$ cat config.mk
export PLATFORM = sky130hd
export DESIGN_NAME = kbtty_port
export DESIGN_NICKNAME = d
export VERILOG_FILES = /design/src/rtl/kbtty_pkg.sv /design/src/rtl/kbtty_fifo.sv /design/src/rtl/kbtty_fmt.sv /design/src/rtl/kbtty_tty.sv /design/src/rtl/kbtty_port.sv
export SDC_FILE = /design/constraint.sdc
export NUM_CORES = 1
export LEC_CHECK = 0
export ABC_AREA = 1
export BUFFER_PORTS_ARGS = -buffer_cell sky130_fd_sc_hd__buf_4
export CAP_MARGIN = 20
export CORE_MARGIN = 1.5
export CORE_UTILIZATION = 45
export CTS_CLUSTER_SIZE = 14
export DETAILED_ROUTE_END_ITERATION = 10
export GPL_ROUTABILITY_DRIVEN = 0
export PLACE_DENSITY = 0.65
export SLEW_MARGIN = 10
export SYNTH_ARGS = -nofsm -noshare
export SYNTH_HDL_FRONTEND = slang
export SYNTH_HIERARCHICAL = 1
export SYNTH_SLANG_ARGS = --single-unit
$ cat constraint.sdc
create_clock -name clk -period 4.2 [get_ports clk]
set_clock_uncertainty 0.15 [all_clocks]
set_input_delay 0.63 -clock clk [delete_from_list [all_inputs] [get_ports clk]]
set_output_delay 0.63 -clock clk [all_outputs]
set_load 0.01 [all_outputs]
$ cat src/rtl/kbtty_pkg.sv
package kbtty_pkg;
   // Default geometry of the character port
   localparam int KB_CHAR_W = 7;
   localparam int KB_WORD_W = 16;
   localparam int KB_DEPTH  = 8;
endpackage

$ cat src/rtl/kbtty_fifo.sv
module kbtty_fifo #(
   parameter int CHAR_W = 7,
   parameter int DEPTH  = 8
) (
   input  logic                     clk,
   input  logic                     rst,
   input  logic                     push,
   input  logic [CHAR_W-1:0]        push_data,
   input  logic                     pop,
   output logic [CHAR_W-1:0]        head,
   output logic                     empty,
   output logic                     full,
   output logic [$clog2(DEPTH):0]   fill
);
   localparam int AW = $clog2(DEPTH);
   localparam int CW = AW + 1;

   logic [AW-1:0]     wr_ptr;
   logic [AW-1:0]     rd_ptr;
   logic              do_push;
   logic              do_pop;
   logic [CHAR_W-1:0] slots [DEPTH];

   assign empty   = (fill == '0);
   assign full    = (fill == CW'(DEPTH));
   assign do_push = push && !full;
   assign do_pop  = pop && !empty;

   generate
      for (genvar i = 0; i < DEPTH; i++) begin : g_slot
         logic [CHAR_W-1:0] q;
         always_ff @(negedge clk or posedge rst) begin
            if (rst)
               q <= '0;
            else if (do_push && wr_ptr == AW'(i))
               q <= push_data;
         end
         assign slots[i] = q;
      end
   endgenerate

   assign head = slots[rd_ptr];

   always_ff @(negedge clk or posedge rst) begin
      if (rst) begin
         wr_ptr <= '0;
         rd_ptr <= '0;
         fill   <= '0;
      end else begin
         if (do_push) wr_ptr <= wr_ptr + 1'b1;
         if (do_pop)  rd_ptr <= rd_ptr + 1'b1;
         case ({do_push, do_pop})
            2'b10:   fill <= fill + 1'b1;
            2'b01:   fill <= fill - 1'b1;
            default: fill <= fill;
         endcase
      end
   end
endmodule

$ cat src/rtl/kbtty_fmt.sv
module kbtty_fmt #(
   parameter int CHAR_W = 7,
   parameter int WORD_W = 16
) (
   input  logic              empty,
   input  logic [CHAR_W-1:0] head,
   output logic [WORD_W-1:0] word
);
   always_comb begin
      word         = '0;
      word[CHAR_W] = empty;
      if (!empty)
         word[CHAR_W-1:0] = head;
   end
endmodule

$ cat src/rtl/kbtty_tty.sv
module kbtty_tty #(
   parameter int CHAR_W = 7,
   parameter int WORD_W = 16
) (
   input  logic              clk,
   input  logic              rst,
   input  logic              wr_en,
   input  logic [WORD_W-1:0] wr_data,
   output logic [CHAR_W-1:0] tty_char,
   output logic              tty_strobe
);
   always_ff @(posedge clk or posedge rst) begin
      if (rst) begin
         tty_char   <= '0;
         tty_strobe <= 1'b0;
      end else begin
         tty_strobe <= wr_en;
         if (wr_en)
            tty_char <= wr_data[CHAR_W-1:0];
      end
   end
endmodule

$ cat src/rtl/kbtty_port.sv
module kbtty_port #(
   parameter int CHAR_W = kbtty_pkg::KB_CHAR_W,
   parameter int WORD_W = kbtty_pkg::KB_WORD_W,
   parameter int DEPTH  = kbtty_pkg::KB_DEPTH
) (
   input  logic              clk,
   input  logic              rst,
   input  logic              rd_en,
   input  logic              wr_en,
   input  logic [15:0]       wr_data,
   input  logic              kb_valid,
   input  logic [6:0]        kb_char,
   output logic [15:0]       rd_data,
   output logic [6:0]        tty_char,
   output logic              tty_strobe
);
   localparam int FW = $clog2(DEPTH) + 1;

   generate
      if (DEPTH < 2 || (DEPTH & (DEPTH - 1)) != 0) begin : g_bad_depth
         $error("kbtty_port: DEPTH must be a power of two of at least 2");
      end
      if (WORD_W < CHAR_W + 1) begin : g_bad_word
         $error("kbtty_port: WORD_W must leave room for the status bit");
      end
      if (CHAR_W != 7 || WORD_W != 16) begin : g_bad_pins
         $error("kbtty_port: port widths are fixed at 7-bit characters and 16-bit words");
      end
   endgenerate

   logic [CHAR_W-1:0] kb_head;
   logic              kb_empty;
   logic              kb_full;
   logic [FW-1:0]     fill;

   kbtty_fifo #(.CHAR_W(CHAR_W), .DEPTH(DEPTH)) u_fifo (
      .clk       (clk),
      .rst       (rst),
      .push      (kb_valid),
      .push_data (kb_char),
      .pop       (rd_en),
      .head      (kb_head),
      .empty     (kb_empty),
      .full      (kb_full),
      .fill      (fill)
   );

   kbtty_fmt #(.CHAR_W(CHAR_W), .WORD_W(WORD_W)) u_fmt (
      .empty (kb_empty),
      .head  (kb_head),
      .word  (rd_data)
   );

   kbtty_tty #(.CHAR_W(CHAR_W), .WORD_W(WORD_W)) u_tty (
      .clk        (clk),
      .rst        (rst),
      .wr_en      (wr_en),
      .wr_data    (wr_data),
      .tty_char   (tty_char),
      .tty_strobe (tty_strobe)
   );
endmodule

Yosys cells after proc, flatten, opt, wreduce, memory -nomap -nowiden:

Index checks and enable logic that the tools add are counted.

* $add $sub $neg: 4
* $lt $le $gt $ge: 1
* equal/unequal tests: 10
* muxes and demuxes: 5
* bitwise logic cells: 1
* reductions and logical operators: 15

Operator list (count)
* 7-bit binary-select mux with 3-bit select: 1
* 7-bit 2-to-1 mux: 3
* 3-bit equality test (second input constant): 4
* 1-bit logical AND: 10
* 4-bit case mux with 2 select lines: 1
* 3-bit by 1-bit adder with 3-bit output (second input constant): 2
* 3-bit by 2-bit equality test with 1-bit output (second input constant): 2
* 4-bit by 1-bit adder with 4-bit output (second input constant): 1
* 4-bit equality test (second input constant): 1
* 4-bit greater-or-equal comparator (second input constant): 1
* 4-bit zero test: 1
* 3-bit inverter with 4-bit output: 1
* 4-bit by 1-bit subtractor with 4-bit output (second input constant): 1
* 3-bit by 1-bit equality test with 1-bit output (second input constant): 1
* 3-bit zero test: 1
* 2-bit by 1-bit equality test with 1-bit output (second input constant): 1
* 2-bit equality test (second input constant): 1
* 1-bit zero test: 2
* 2-bit nonzero test: 1

* bits in registers: 74
* input port bits: 28
* output and inout bits: 24
* logic and storage cells: 49

Depth between registers and ports, before layout:

Gate-level depths: netlist of the first run.

* depth in word-level cells: 5
* depth in mapped cells: 12
* depth with buffers taken out: 12

Hierarchy:

The synthesis of the first run kept the hierarchy.

Modules (own cells, without submodules)
* kbtty_fifo: instances 1, cells each 404, area an instance 3254.4 um^2, seq. area each 1651.6 um^2
* kbtty_tty: instances 1, cells each 32, area an instance 297.8 um^2, seq. area each 200.2 um^2
* kbtty_fmt: instances 1, cells each 24, area an instance 123.9 um^2, seq. area each 0.0 um^2

==> out/summary.log, run 1 <==
qor: timing.number_of_setup_violations_in_the_final_report 7
qor: cts.ctsHtreeMaxLevel 3
qor: finish.drive_above_1_share 16.4%
qor: cts.holdBufCountCts 0
qor: die.die_area 8710 um2
qor: synthesis.syn-mean-instance-area 8.00 um2
qor: finish.num-fill-cells 751
qor: grt.grt_first_pass_wirelength 13.5 mm
qor: place.io_buffer_count 34
qor: die.chipHeight 93.3 um
qor: power.power.static_leakage 0.00227 uW
qor: cts.tritoncts_num_sinks 74
qor: grt.grt_pass1_vias 2801
qor: detailed_routing.antenna_left 0
qor: timing.number_of_hold_slack_violations_in_the_final_timing_report 0
qor: setup_path.rr_worst_depth 9
qor: detailed_routing.detail_route.wl_per_cell 13.5 um
qor: setup_path.criticalPathCategory flop to output port
qor: grt.top_usage_layer met2
qor: timing.slew_violations 0
qor: place.number_of_cells_after_detailed_placement 593
qor: grt.maximum_number_of_pins_on_one_net_before_global_route_repair 67
qor: cts.clk_latency 330 ps
qor: finish.finalInstanceArea 4340 um2
qor: grt.met3_usage 5.12%
qor: detailed_routing.vias_per_cell 4.90
qor: finish.nets 546
qor: grt.antenna_found_initial 0
qor: setup_path.source_of_the_worst_register_to_register_timing_path u_fifo/fill[0]$_DFFE_NP0P_
qor: finish.post_layout_nonfiller_instances 614
qor: synthesis.syn_inst 459
qor: grt.grt.total_usage 20.2%
qor: detailed_routing.drcViolationCount 0
qor: setup_path.setup.worst_path.end_class output port
qor: setup_path.critPathArrivalTime 3840 ps
qor: grt.globalRouteOverflowTotal 0
qor: cts.cts-root-buf sky130_fd_sc_hd__clkbuf_8
qor: detailed_routing.dr_total_vias 3011
qor: die.io_pins 52
qor: synthesis.ys_warn_count 6
qor: cts.numCtsBuffers 9
qor: die.die_w 93.3 um
qor: setup_path.end_of_the_worst_register_to_register_path u_fifo/fill[2]$_DFFE_NP0P_
qor: detailed_routing.detailedRoute.firstIterationViolations 228
qor: setup_path.critical_path.max_fanout 7
qor: outcome.status finished with violations
qor: die.rows 32
qor: power.power-per-cell-area 758 nW/um2
qor: die.area_of_the_core 7810 um2
qor: finish.antenna_cells 0
qor: cts.path_clk_slew 80 ps
qor: detailed_routing.detail_route.first_pass.iterations 4
qor: cts.tritoncts yes
qor: job.drv.max_cap_violation_count 0
qor: power.power.ir.vdd_worst 0.338 mV
qor: setup_path.timing.reg2reg.setup_slack 2060 ps
qor: place.dpl_cell_area 4060 um2
qor: timing.setup_slack -416 ps
qor: outcome.violations negative setup slack
qor: place.place.detailed.hpwl 5.40 mm
qor: synthesis.post_synth_instance_area 3670 um2
qor: grt.gr-usage-met1 26.9%
qor: setup_path.setup.worst_path.start_class flop
qor: die.initial_utilization 47.0%
qor: hold_path.hold_path_class input port to async pin
qor: grt.globalRouteMet2Util 33.0%
qor: timing.setup_repair_after_global_routing_missed_its_margin true
qor: setup_path.critPathRequiredTime 3420 ps
qor: cts.ctsLongestPathBuffers 2
qor: detailed_routing.wirelength 8.31 mm
qor: finish.syn2layout_area_growth 18.1%
cells in the final DEF, fill, tap and decap left out, types with 2 or more instances in the layout:
cell and count:
sky130_fd_sc_hd__a21oi_1 2, sky130_fd_sc_hd__buf_12 3, sky130_fd_sc_hd__buf_4 52, sky130_fd_sc_hd__buf_6 3, sky130_fd_sc_hd__clkbuf_8 10, sky130_fd_sc_hd__clkinv_2 2, sky130_fd_sc_hd__clkinvlp_4 3, sky130_fd_sc_hd__conb_1 8
sky130_fd_sc_hd__dfrtn_1 66, sky130_fd_sc_hd__dfrtp_1 8, sky130_fd_sc_hd__ha_1 9, sky130_fd_sc_hd__inv_1 34, sky130_fd_sc_hd__inv_4 2, sky130_fd_sc_hd__nand2_1 148, sky130_fd_sc_hd__nand2_2 2, sky130_fd_sc_hd__nand3_1 11
sky130_fd_sc_hd__nand3_2 2, sky130_fd_sc_hd__nor2_1 46, sky130_fd_sc_hd__o21ai_0 81, sky130_fd_sc_hd__o21ai_1 8, sky130_fd_sc_hd__xnor2_1 2, sky130_fd_sc_hd__xor2_1 3
worst max-delay path, stage by stage, from the launching register on:
cell and delay [ps]:
sky130_fd_sc_hd__dfrtn_1 480, sky130_fd_sc_hd__buf_6 140, sky130_fd_sc_hd__clkbuf_16 140, sky130_fd_sc_hd__o21ai_0 90
sky130_fd_sc_hd__o21ai_1 140, sky130_fd_sc_hd__nand2_1 70, sky130_fd_sc_hd__nand2_1 90, sky130_fd_sc_hd__inv_1 40
sky130_fd_sc_hd__nor2_1 80, sky130_fd_sc_hd__buf_4 130
sequential cells by signal, summed over array words and instances (netlist names):
signal            flops
u_fifo/fill           4
u_fifo/g_slot.q      56
u_fifo/rd_ptr         3
u_fifo/wr_ptr         3
u_tty/tty_char        7
u_tty/tty_strobe      1
how the worst max path moves through the flow:
stage / startpoint / end / slack, ps / cells past startpoint
3_5_place_dp: u_fifo/rd_ptr[0]$_DFFE_NP0P_ / rd_data[2] / -30 / 10
6_report: u_fifo/rd_ptr[0]$_DFFE_NP0P_ / rd_data[6] / -420 / 9
4_1_cts: u_fifo/rd_ptr[0]$_DFFE_NP0P_ / rd_data[6] / -380 / 10
5_1_grt: u_fifo/rd_ptr[0]$_DFFE_NP0P_ / rd_data[6] / -530 / 11
3_3_place_gp: u_fifo/rd_ptr[0]$_DFFE_NP0P_ / rd_data[6] / -20 / 10
2_1_floorplan: kb_valid / u_fifo/fill[3]$_DFFE_NP0P_ / 20 / 8
layout make-up:
cell class,count,area (um2),area share [%]
clock buffers,11,141,3.26
repair buffers,59,509,11.7
flip-flops and latches,74,1850,42.7
multi-input cells,325,1500,34.6
well taps,102,128,2.94
clock inverters,5,55.1,1.27
inverters,38,151,3.49
layer usage:
metal	routed length [um]	up-vias
met5	0	-
met4	66	0
met3	333	8
met2	3990	59
met1	3920	1425
li1	-	1519
per-stage QoR:
step                util [%]  setup TNS, ps  hold slack, ps  total power, uW  setup slack, ps
floorplan                  -              0             258             2180             22.1
global placement        52.0          -32.1             272             2610            -17.3
detailed placement      52.0          -54.3             281             2650            -27.0
CTS                     54.7          -2400            84.9             3240             -378
global route            55.5          -3610             103             3590             -534
finish                  55.5          -2720            88.2             3290             -416
power by group:
| part | leakage, uW | switching, uW | internal (uW) | total, uW |
|---|---|---|---|---|
| logic | 0.00125 | 866 | 651 | 1520 |
| registers | 0.000924 | 182 | 1040 | 1220 |
| clock network | 0.0000953 | 259 | 289 | 547 |
| total | 0.00227 | 1310 | 1980 | 3290 |
what timing repair did:
action | CTS | global route
cloned | 0 | 2
endpoints found under the setup margin | 8 | 8
pin swaps | 2 | 1
buffers inserted | 1 | 2
resized for setup | 10 | 7
No activity file was read; power rests on OpenSTA's default activity.
==> run 2: changes to the inputs <==
--- a/config.mk
+++ b/config.mk
@@ -10,9 +10,11 @@
 export CAP_MARGIN = 20
 export CORE_MARGIN = 1.5
 export CORE_UTILIZATION = 45
+export CTS_BUF_LIST = sky130_fd_sc_hd__clkbuf_8
 export CTS_CLUSTER_SIZE = 14
 export DETAILED_ROUTE_END_ITERATION = 10
 export GPL_ROUTABILITY_DRIVEN = 0
+export HOLD_SLACK_MARGIN = 0.15
 export PLACE_DENSITY = 0.65
 export SLEW_MARGIN = 10
 export SYNTH_ARGS = -nofsm -noshare
==> constraint.sdc (replaced) <==
create_clock -name clk -period 5 [get_ports clk]
set_clock_uncertainty 0.15 [all_clocks]
set_input_delay 0.75 -clock clk [delete_from_list [all_inputs] [get_ports clk]]
set_output_delay 0.75 -clock clk [all_outputs]
set_load 0.01 [all_outputs]
==> run 2 against run 1 <==
Against the previous run:
- the run still ends with negative setup slack left
- sequential power shrank 16%
- flip-flop and latch count stayed put
- utilization shrank 2.6 points
- combinational power shrank 24%
- critical path depth down 1
- sequential share of layout area is 2.1 points higher
- non-clock buffer count down 14
- total power decreased by 22%
- die area is the same
- largest power group unchanged
- clock power decreased by 28%
==> out/summary.log, run 2 (synthesis results as in run 1) <==
qor: setup_path.critPathArrivalTime 4200 ps [+360 ps]
qor: setup_path.cp_slowest_stage_delay 450 ps [-30 ps]
qor: place.io_buffer_count 34 [unchanged]
qor: power.power.static_leakage 0.00220 uW [-3.1%]
qor: setup_path.critPathRequiredTime 4100 ps [+680 ps]
qor: die.io_pins 52 [unchanged]
qor: detailed_routing.met1Wirelength 3.73 mm [-4.6%]
qor: finish.mostFrequentLayoutCell sky130_fd_sc_hd__nand2_1
qor: finish.antenna_cells 0 [unchanged]
qor: timing.slew_violations 0 [unchanged]
qor: place.setup_ws_pre_cts 122 ps [+149 ps]
qor: cts.holdBufCountCts 0 [unchanged]
qor: setup_path.setup.worst_path.end_class output port
qor: finish.syn2layout_area_growth 12.5%
qor: die.area_of_the_core 7810 um2 [unchanged]
qor: setup_path.critical_path.cell_chain buf_4 > o21ai_0 > o21ai_0 > nand2_1 > nand2_1 > inv_1 > nor2_1 > buf_4
qor: die.die_area 8710 um2 [unchanged]
qor: grt.grt_pass1_vias 2804 [+0.11%]
qor: grt.antenna_found_initial 0 [unchanged]
qor: cts.ctsHtreeMaxLevel 3 [unchanged]
qor: setup_path.rr_worst_depth 10 [+1]
qor: finish.max_ffs_per_register 56 [unchanged]
qor: detailed_routing.detailedRoute.firstIterationViolations 135 [-41%]
qor: finish.final_core_utilization 52.9% [-2.6 points]
qor: timing.worstMarginPinSlew 654 ps
qor: finish.max_flop_register u_fifo/g_slot.q
qor: setup_path.timing.reg2reg.setup_slack 2700 ps [+640 ps]
qor: outcome.status finished with violations
qor: finish.reg_top3 u_fifo/g_slot.q x56, u_tty/tty_char x7, u_fifo/fill x4
qor: die.chipHeight 93.3 um [unchanged]
qor: finish.drive_above_1_share 12.7% [-3.8 points]
qor: finish.commonest_cells_after_routing_fill_and_taps_aside sky130_fd_sc_hd__nand2_1 (150), sky130_fd_sc_hd__o21ai_0 (87), sky130_fd_sc_hd__dfrtn_1 (66), sky130_fd_sc_hd__nor2_1 (47), sky130_fd_sc_hd__buf_4 (43)
qor: grt.grt.total_usage 20.6% [+0.39 points]
qor: finish.multi_input_area 1480 um2 [-1.0%]
qor: timing.slew_headroom 56.3%
qor: job.drv.max_cap_violation_count 0 [unchanged]
qor: cts.numCtsBuffers 9 [unchanged]
qor: cts.clk_latency 330 ps [about the same]
qor: cts.tritoncts_num_sinks 74 [unchanged]
qor: cts.tritoncts yes
qor: die.rows 32 [unchanged]
qor: setup_path.crit_slowest_cell sky130_fd_sc_hd__dfrtn_1
qor: detailed_routing.route.met2.wl 3.96 mm [-0.73%]
qor: cts.path_clk_slew 70 ps [about the same]
qor: timing.hold_slack 201 ps [+113 ps]
qor: place.place.detailed.hpwl 5.51 mm [+2.1%]
qor: detailed_routing.vias_per_cell 4.88 [-0.42%]
qor: timing.setup_repair_after_global_routing_missed_its_margin true
qor: timing.number_of_setup_violations_in_the_final_report 7 [unchanged]
qor: power.power.total 2570 uW [-22%]
qor: power.power-per-cell-area 622 nW/um2 [-18%]
qor: grt.maximum_number_of_pins_on_one_net_before_global_route_repair 33 [-51%]
qor: setup_path.crit_path_end rd_data[6]
qor: detailed_routing.top_signal_layer_used met4
qor: outcome.violations negative setup slack
qor: setup_path.end_of_the_worst_register_to_register_path u_fifo/fill[3]$_DFFE_NP0P_
qor: timing.setup_slack -103 ps [+313 ps]
qor: setup_path.source_of_the_worst_register_to_register_timing_path u_fifo/fill[1]$_DFFE_NP0P_
qor: cts.cts-root-buf sky130_fd_sc_hd__clkbuf_8
qor: grt.grt_first_pass_wirelength 13.6 mm [+0.92%]
qor: detailed_routing.drcViolationCount 0 [unchanged]
qor: detailed_routing.detail_route.first_pass.iterations 6 [+2]
qor: die.die_w 93.3 um [unchanged]
qor: detailed_routing.detail_route.wl_per_cell 13.5 um [-0.15%]
qor: finish.layout.area.seq 1850 um2 [unchanged]
qor: detailed_routing.antenna_left 0 [unchanged]
qor: die.initial_utilization 47.0% [unchanged]
qor: finish.nets 532 [-2.6%]
qor: detailed_routing.dr_total_vias 2930 [-2.7%]
qor: hold_path.hold_path_class input port to async pin
qor: timing.tns -338 ps [+2390 ps]
qor: setup_path.criticalPathCategory flop to output port
qor: timing.number_of_hold_slack_violations_in_the_final_timing_report 0 [unchanged]
qor: setup_path.critical_path.max_fanout 12 [+5]
qor: grt.globalRouteOverflowTotal 0 [unchanged]
qor: setup_path.timing.critical_path.from u_fifo/rd_ptr[0]$_DFFE_NP0P_
qor: setup_path.setup.worst_path.start_class flop
qor: detailed_routing.wirelength 8.11 mm [-2.4%]
qor: detailed_routing.met3RoutedLength 257 um [-23%]
qor: cts.ctsLongestPathBuffers 2 [unchanged]
qor: finish.num-fill-cells 761 [+1.3%]
qor: power.power.ir.vdd_worst 0.261 mV [-23%]
## run 2: report_power, final
| part | switching, uW | internal [uW] | leakage (uW) |
|---|---|---|---|
| clock | 208 | 186 | 0.0000996 |
| combinational | 691 | 464 | 0.00118 |
| sequential | 148 | 876 | 0.000924 |
## run 2: worst min path at each step
stage,depth (start not counted),slack [ps],startpoint,end
2_1_floorplan,2,260,u_fifo/g_slot[1].q[6]$_DFFE_NP0P_,u_fifo/g_slot[1].q[6]$_DFFE_NP0P_
3_3_place_gp,2,270,u_fifo/g_slot[3].q[2]$_DFFE_NP0P_,u_fifo/g_slot[3].q[2]$_DFFE_NP0P_
3_5_place_dp,2,280,u_fifo/g_slot[3].q[5]$_DFFE_NP0P_,u_fifo/g_slot[3].q[5]$_DFFE_NP0P_
4_1_cts,2,190,rst,u_tty/tty_char[4]$_DFFE_PP0P_
5_1_grt,2,210,rst,u_tty/tty_char[2]$_DFFE_PP0P_
6_report,2,200,rst,u_tty/tty_char[4]$_DFFE_PP0P_
## run 2: cell type report
type | count | share of cell area, %
flip-flops and latches | 74 | 44.8
multi-input cells | 325 | 35.9
well taps | 102 | 3.09
clock inverters | 6 | 0.636
clock buffers | 10 | 3.33
inverters | 38 | 3.45
repair buffers | 45 | 8.78
## run 2: metal layers
layer / GRT usage [%] / vias up
li1: - / 1494
met1: 26.0 / 1385
met2: 33.5 / 38
met3: 5.45 / 13
met4: 8.21 / 0
met5: 0 / -
## run 2: stage by stage
step | area, um2 | instances
2_1_floorplan | 3700 | 466
3_3_place_gp | 3970 | 584
3_5_place_dp | 3970 | 584
4_1_cts | 4130 | 600
5_1_grt | 4130 | 600
6_report | 4130 | 600
## run 2: worst max-delay path, delay by kind of cell (launching register included)
kind / cells / cell delay (ps)
AND/OR/NAND/NOR: 3 / 260
buffers and inverters: 3 / 380
AO/OA/AOI/OAI: 2 / 290
flip-flops: 1 / 450
## run 2: repair_timing
item                       CTS  global route
resized for setup            0             3
setup endpoints to repair    7             8
buffers inserted             0             0
hold endpoints to repair     0             0
